File: config.mk
export PLATFORM = sky130hd
export DESIGN_NAME = line_period_filter
export DESIGN_NICKNAME = d
export VERILOG_FILES = /design/src/rtl/lpf_pkg.sv /design/src/rtl/lpf_update.sv /design/src/rtl/lpf_cycle_trigger.sv /design/src/rtl/lpf_period_scale.sv /design/src/rtl/line_period_filter.sv
export SDC_FILE = /design/constraint.sdc
export NUM_CORES = 2
export LEC_CHECK = 0
export BUFFER_PORTS_ARGS = -buffer_cell sky130_fd_sc_hd__buf_4
export CORE_UTILIZATION = 25
export CTS_CLUSTER_SIZE = 8
export DETAILED_ROUTE_END_ITERATION = 10
export PLACE_DENSITY = 0.43
export SLEW_MARGIN = 20
export SYNTH_ARGS = -nofsm -noshare
export SYNTH_HDL_FRONTEND = slang
export SYNTH_SLANG_ARGS = --single-unit
File: constraint.sdc
create_clock -name clk_i -period 14.7 [get_ports clk_i]
set_input_delay 2.205 -clock clk_i [delete_from_list [all_inputs] [get_ports clk_i]]
set_output_delay 2.205 -clock clk_i [all_outputs]
set_load 0.005 [all_outputs]
File: src/rtl/lpf_pkg.sv
package lpf_pkg;
  typedef enum logic [1:0] {
    PH_A    = 2'd0,
    PH_B    = 2'd1,
    PH_C    = 2'd2,
    PH_NONE = 2'd3
  } phase_e;
endpackage

File: src/rtl/lpf_update.sv
module lpf_update #(
  parameter int EST_W  = 16,
  parameter int FRAC_W = 16,
  parameter int COEF_W = 16
) (
  input  logic [EST_W+FRAC_W-1:0] y_i,
  input  logic [EST_W-1:0]        x_i,
  input  logic [COEF_W-1:0]       coef_i,
  output logic [EST_W+FRAC_W-1:0] y_o
);
  localparam int ACC_W  = EST_W + FRAC_W;
  localparam int DIFF_W = ACC_W + 1;
  localparam int PROD_W = COEF_W + DIFF_W;

  logic signed [DIFF_W-1:0] diff;
  logic signed [PROD_W-1:0] prod;
  logic signed [PROD_W-1:0] delta;
  logic signed [PROD_W-1:0] sum;

  always_comb begin
    diff  = $signed({1'b0, x_i, {FRAC_W{1'b0}}}) - $signed({1'b0, y_i});
    prod  = PROD_W'($signed(coef_i)) * PROD_W'(diff);
    delta = prod >>> FRAC_W;
    sum   = PROD_W'($signed({1'b0, y_i})) + delta;
    // clamp to the unsigned accumulator range
    if (sum[PROD_W-1])               y_o = '0;
    else if (|sum[PROD_W-2:ACC_W])   y_o = '1;
    else                             y_o = sum[ACC_W-1:0];
  end
endmodule

File: src/rtl/lpf_cycle_trigger.sv
module lpf_cycle_trigger #(
  parameter int EST_W = 16
) (
  input  logic             clk_i,
  input  logic             rst_ni,
  input  logic             tick_i,
  input  logic [EST_W-1:0] est_i,
  output logic             trig_o
);
  logic [EST_W-1:0] cnt_q;
  logic [EST_W:0]   limit;
  logic [EST_W:0]   next_cnt;

  assign limit    = (est_i == '0) ? (EST_W+1)'(1) : {1'b0, est_i};
  assign next_cnt = {1'b0, cnt_q} + (EST_W+1)'(1);

  always_ff @(posedge clk_i or negedge rst_ni) begin
    if (!rst_ni) begin
      cnt_q  <= '0;
      trig_o <= 1'b0;
    end else if (tick_i) begin
      if (next_cnt >= limit) begin
        cnt_q  <= '0;
        trig_o <= 1'b1;
      end else begin
        cnt_q  <= next_cnt[EST_W-1:0];
        trig_o <= 1'b0;
      end
    end else begin
      trig_o <= 1'b0;
    end
  end

  p_trig_after_tick_r6: assert property (@(posedge clk_i) disable iff (!rst_ni)
    trig_o |-> $past(tick_i));

  p_single_pulse_r6: assert property (@(posedge clk_i) disable iff (!rst_ni)
    (trig_o && est_i > 1 && $stable(est_i)) |=> !trig_o);
endmodule

File: src/rtl/lpf_period_scale.sv
module lpf_period_scale #(
  parameter int EST_W = 16,
  parameter int CAL_W = 16
) (
  input  logic                   clk_i,
  input  logic                   rst_ni,
  input  logic [EST_W-1:0]       est_i,
  input  logic [CAL_W-1:0]       slot_i,
  output logic [EST_W+CAL_W-1:0] period_o
);
  localparam int LP_W = EST_W + CAL_W;

  always_ff @(posedge clk_i or negedge rst_ni) begin
    if (!rst_ni) period_o <= '0;
    else         period_o <= LP_W'(est_i) * LP_W'(slot_i);
  end

  p_zero_est_r5: assert property (@(posedge clk_i) disable iff (!rst_ni)
    (est_i == '0) |=> (period_o == '0));

  p_zero_slot_r5: assert property (@(posedge clk_i) disable iff (!rst_ni)
    (slot_i == '0) |=> (period_o == '0));
endmodule

File: src/rtl/line_period_filter.sv
module line_period_filter
  import lpf_pkg::*;
#(
  parameter int EST_W     = 16,
  parameter int FRAC_W    = 16,
  parameter int COEF_W    = 16,
  parameter int CAL_W     = 16,
  parameter int RESET_EST = 1000
) (
  input  logic                   clk_i,
  input  logic                   rst_ni,
  input  logic                   meas_valid_i,
  input  logic [1:0]             meas_phase_i,
  input  logic [EST_W-1:0]       meas_period_i,
  input  logic [COEF_W-1:0]      coef_i,
  input  logic                   host_wr_i,
  input  logic [EST_W-1:0]       host_period_i,
  input  logic [CAL_W-1:0]       slot_period_i,
  input  logic                   slot_tick_i,
  output logic [EST_W-1:0]       estimate_o,
  output logic [EST_W+CAL_W-1:0] line_period_o,
  output logic                   cycle_trig_o
);
  localparam int ACC_W = EST_W + FRAC_W;

  logic [ACC_W-1:0] y_q;
  logic [ACC_W-1:0] y_upd;
  phase_e           phase;
  logic             take;

  assign phase = phase_e'(meas_phase_i);
  assign take  = meas_valid_i && (phase != PH_NONE);

  lpf_update #(
    .EST_W (EST_W),
    .FRAC_W(FRAC_W),
    .COEF_W(COEF_W)
  ) u_update (
    .y_i   (y_q),
    .x_i   (meas_period_i),
    .coef_i(coef_i),
    .y_o   (y_upd)
  );

  // host load has priority over a same-cycle measurement
  always_ff @(posedge clk_i or negedge rst_ni) begin
    if (!rst_ni)        y_q <= {EST_W'(RESET_EST), {FRAC_W{1'b0}}};
    else if (host_wr_i) y_q <= {host_period_i, {FRAC_W{1'b0}}};
    else if (take)      y_q <= y_upd;
  end

  assign estimate_o = y_q[ACC_W-1:FRAC_W];

  lpf_cycle_trigger #(
    .EST_W(EST_W)
  ) u_trig (
    .clk_i (clk_i),
    .rst_ni(rst_ni),
    .tick_i(slot_tick_i),
    .est_i (estimate_o),
    .trig_o(cycle_trig_o)
  );

  lpf_period_scale #(
    .EST_W(EST_W),
    .CAL_W(CAL_W)
  ) u_scale (
    .clk_i   (clk_i),
    .rst_ni  (rst_ni),
    .est_i   (estimate_o),
    .slot_i  (slot_period_i),
    .period_o(line_period_o)
  );

  p_host_wins_r4: assert property (@(posedge clk_i) disable iff (!rst_ni)
    host_wr_i |=> (y_q == {$past(host_period_i), {FRAC_W{1'b0}}}));

  p_tag3_ignored_r3: assert property (@(posedge clk_i) disable iff (!rst_ni)
    (!host_wr_i && meas_valid_i && meas_phase_i == 2'd3) |=> $stable(y_q));

  p_idle_hold_r8: assert property (@(posedge clk_i) disable iff (!rst_ni)
    (!host_wr_i && !meas_valid_i) |=> $stable(y_q));

  p_zero_gain_r2: assert property (@(posedge clk_i) disable iff (!rst_ni)
    (!host_wr_i && take && coef_i == '0) |=> $stable(y_q));

  p_toward_target_r1: assert property (@(posedge clk_i) disable iff (!rst_ni)
    (!host_wr_i && take && $signed(coef_i) > 0 &&
     {meas_period_i, {FRAC_W{1'b0}}} >= y_q)
    |=> (y_q >= $past(y_q) && y_q <= {$past(meas_period_i), {FRAC_W{1'b0}}}));
endmodule

==> flow_summary_export.csv <==
group,metric,value,unit
outcome,outcome,"finished, final reports clean",
critical_path,cp-startpoint,"meas_period_i[0]",
synthesis,ys_top_cells_by_count,"inv_1 (834), fa_1 (694), nand2_1 (532), ha_1 (283), and2_1 (282)",
critical_path,critPathSlowestCell,"fa_1",
synthesis,synth.top_cell.area_share,43.6,%
global_route,grt_util_met2,25.8,%
synthesis,netlist_instances,3599,
synthesis,synth-seq-area-share,6.38,%
sta,maxSlewViolCount,0,
sta,rsz0062_at_grt,"no",
global_route,groute.usage.overall,15.0,%
synthesis,synth_ff_type,"dfrtp_1",
sta,fin_crit_sh,88.0,%
placement,portBuffers,119,
routing,routedWlPerCell,17.7,um
sta,tns,0,ns
sta,hold_violations,0,
sta,finClkSkew,0.0190,ns
routing,vias,23300,
clock_network,path_clk_slew,0.08,ns
clock_network,cts.repair.resized,0,
clock_network,cts.sinks,81,
clock_network,clockBufferDepth,2,
critical_path,worstPathArrival,13.29,ns
critical_path,critPathLaunchType,"input pin",
critical_path,crit_top_cell,"fa_1",
die,initial_utilization,25.3,%
global_route,antenna_found_initial,3,
critical_path,rrSetupSlack,2.32,ns
synthesis,netlist_area,0.0319,mm2
critical_path,cp-end-kind,"register",
critical_path,reg2reg_to,"y_q[3]",
finish,drive_gt1_share,5.85,%
die,die_y,359,um
placement,hpwlAfterDp,74700,um
global_route,grt_util_met3,1.54,%
routing,antenna_left,0,
global_route,grt_pass1_wl,151000,um
finish,final_cell_area,0.0349,mm2
placement,place_congestion,0.819,
finish,syn2layout_area_growth,9.45,%
synthesis,yosysTopAreaCell,"fa_1",
sta,fmax,0.0773,GHz
critical_path,r2r_cells,42,
synthesis,ys_ff_latch,81,
clock_network,clock_latency,0.41,ns
synthesis,synth_edf_count,0,
worst_hold_path,hold_class,"reg -> reg",
critical_path,critical-path-max-stage-delay,0.56,ns
finish,multiInputGateArea,0.0260,mm2
synthesis,yosys_warnings,0,
synthesis,synthTopCellsByArea,"fa_1 (44%), ha_1 (11%), inv_1 (9.8%)",
critical_path,path_class,"in -> reg",
sta,relSlewSlack,30.8,%
routing,drtIter0Drc,991,
global_route,grt_pass1_vias,25700,
die,fp.coreArea,0.126,mm2
global_route,grt_start_max_net_pins,56,
die,fp.dieW,359,um
routing,drt_pre_antenna_iters,5,
worst_hold_path,whs_path_depth,1,
global_route,use_met1,20.3,%
sta,min_period,12.94,ns
global_route,gr-total-overflow,0,
routing,drt_wl_total,93500,um
synthesis,yosys.cell_types.count,60,
sta,worst_pin_slew,1.04,ns
run,drv_cap,0,
die,io_pins,120,
critical_path,required,15.05,ns
routing,drc,0,
sta,setup_violations,0,
finish,fin_util,27.7,%
synthesis,synth_nets,4647,
clock_network,htreeDepth,3,
clock_network,cts_tree,"built",
clock_network,postCtsHoldBufs,0,
die,die_area,0.129,mm2
synthesis,async_reset_ff_share,100,%
routing,via_per_inst,4.41,
clock_network,clock-root-buffer,"clkbuf_16",
synthesis,yosysMostFrequentCell,"inv_1",
synthesis,avgSynthCellArea,8.86,um2
critical_path,worstPathMaxFanout,15,
critical_path,setup.worst_path.end,"y_q[3]",
critical_path,r2r_start,"y_q[0]",
die,rows,130,
clock_network,cts_buffers,9,
finish,fillCellCount,13600,
placement,dpl_cell_area,0.0346,mm2
finish,finalNetCount,4668,
finish,regArea,0.00203,mm2
sta,fin_hold_ws,0.561,ns
global_route,grt.busiest_layer,"met2",
clock_network,cts_setup_buffers,0,
[worst max-delay path: cells and delay by family]
| kind | cells | cell delay [ns] |
|---|---|---|
| compound gates | 17 | 3.76 |
| simple gates | 9 | 1.87 |
| fa+ha+maj | 9 | 4.04 |
| xor+xnor | 1 | 0.55 |
| buf+inv | 7 | 0.82 |
[sequential cells by signal, indices dropped and copies added (netlist names)]
register	flops
u_scale.period_o	32
u_trig.cnt_q	16
y_q	32
u_trig.trig_o	1
[cell type report]
cell class,count,area share [%]
tap,1650,5.91
multi-input combinational,2522,74.6
clock inverter,7,0.312
inverter,834,8.97
antenna,2,0.0143
sequential,81,5.83
timing repair buffer,172,3.70
clock buffer,9,0.645
[worst min path at each step]
stage,slack (ns),to,from
2_1_floorplan,0.51,u_trig.cnt_q[8],u_trig.cnt_q[8]
3_3_place_gp,0.54,u_trig.cnt_q[8],u_trig.cnt_q[8]
3_5_place_dp,0.54,u_trig.cnt_q[8],u_trig.cnt_q[8]
4_1_cts,0.56,u_trig.cnt_q[8],u_trig.cnt_q[8]
5_1_grt,0.59,u_trig.cnt_q[4],u_trig.cnt_q[4]
6_report,0.56,u_trig.cnt_q[11],u_trig.cnt_q[11]
[logic make-up after synthesis]
| kind of cell | count (synthesis) | synth area share, % |
|---|---|---|
| AOI/OAI and AO/OA | 355 | 7.61 |
| xor gates and xnor gates | 132 | 3.62 |
| adders and majority gates | 977 | 54.7 |
| buffers and inverters | 996 | 12.0 |
| DFF | 81 | 6.38 |
| muxes | 1 | 0.0353 |
| and+or+nand+nor | 1057 | 15.7 |
[cells in the final DEF, fill, tap and decap left out, types with 4 or more instances in the layout]
cell type,Yosys,routed
o21ai_0,45,45
dfstp_2,6,6
clkbuf_16,0,9
o211ai_1,5,5
buf_4,16,172
nand2b_1,14,14
nor2b_1,16,16
or3_1,5,5
a21oi_1,85,84
and3_1,15,15
nand3b_1,5,5
nor4_1,7,7
and4_1,5,5
inv_1,834,834
a41o_1,5,5
a21o_1,58,58
o21ai_1,4,4
and2_1,282,282
nor3_1,30,30
ha_1,283,283
nand3_1,31,31
fa_1,694,694
nand2_1,532,532
o22ai_1,4,4
xnor2_1,97,97
nand4_1,13,13
a31oi_1,45,45
or2_2,6,6
a221o_1,17,17
o21bai_1,13,13
o21a_1,26,26
nor2_1,91,91
a22o_1,13,13
dfrtp_1,75,75
a211oi_1,14,14
xor2_1,35,35
[metrics by stage]
stage	std cells	setup slack (ns)
2_1_floorplan	3599	3.02
3_3_place_gp	5258	1.38
3_5_place_dp	5258	1.31
4_1_cts	5274	1.68
5_1_grt	5275	0.821
6_report	5277	1.76
[metal layers]
layer	vias up	share of wire, %
met5	-	0.014
met4	2	1.9
met3	65	3.4
met2	382	49
met1	12000	46
li1	10800	-
Power is not shown: default switching activity piles up to over one toggle a cycle in this logic, so the estimate is an artifact.
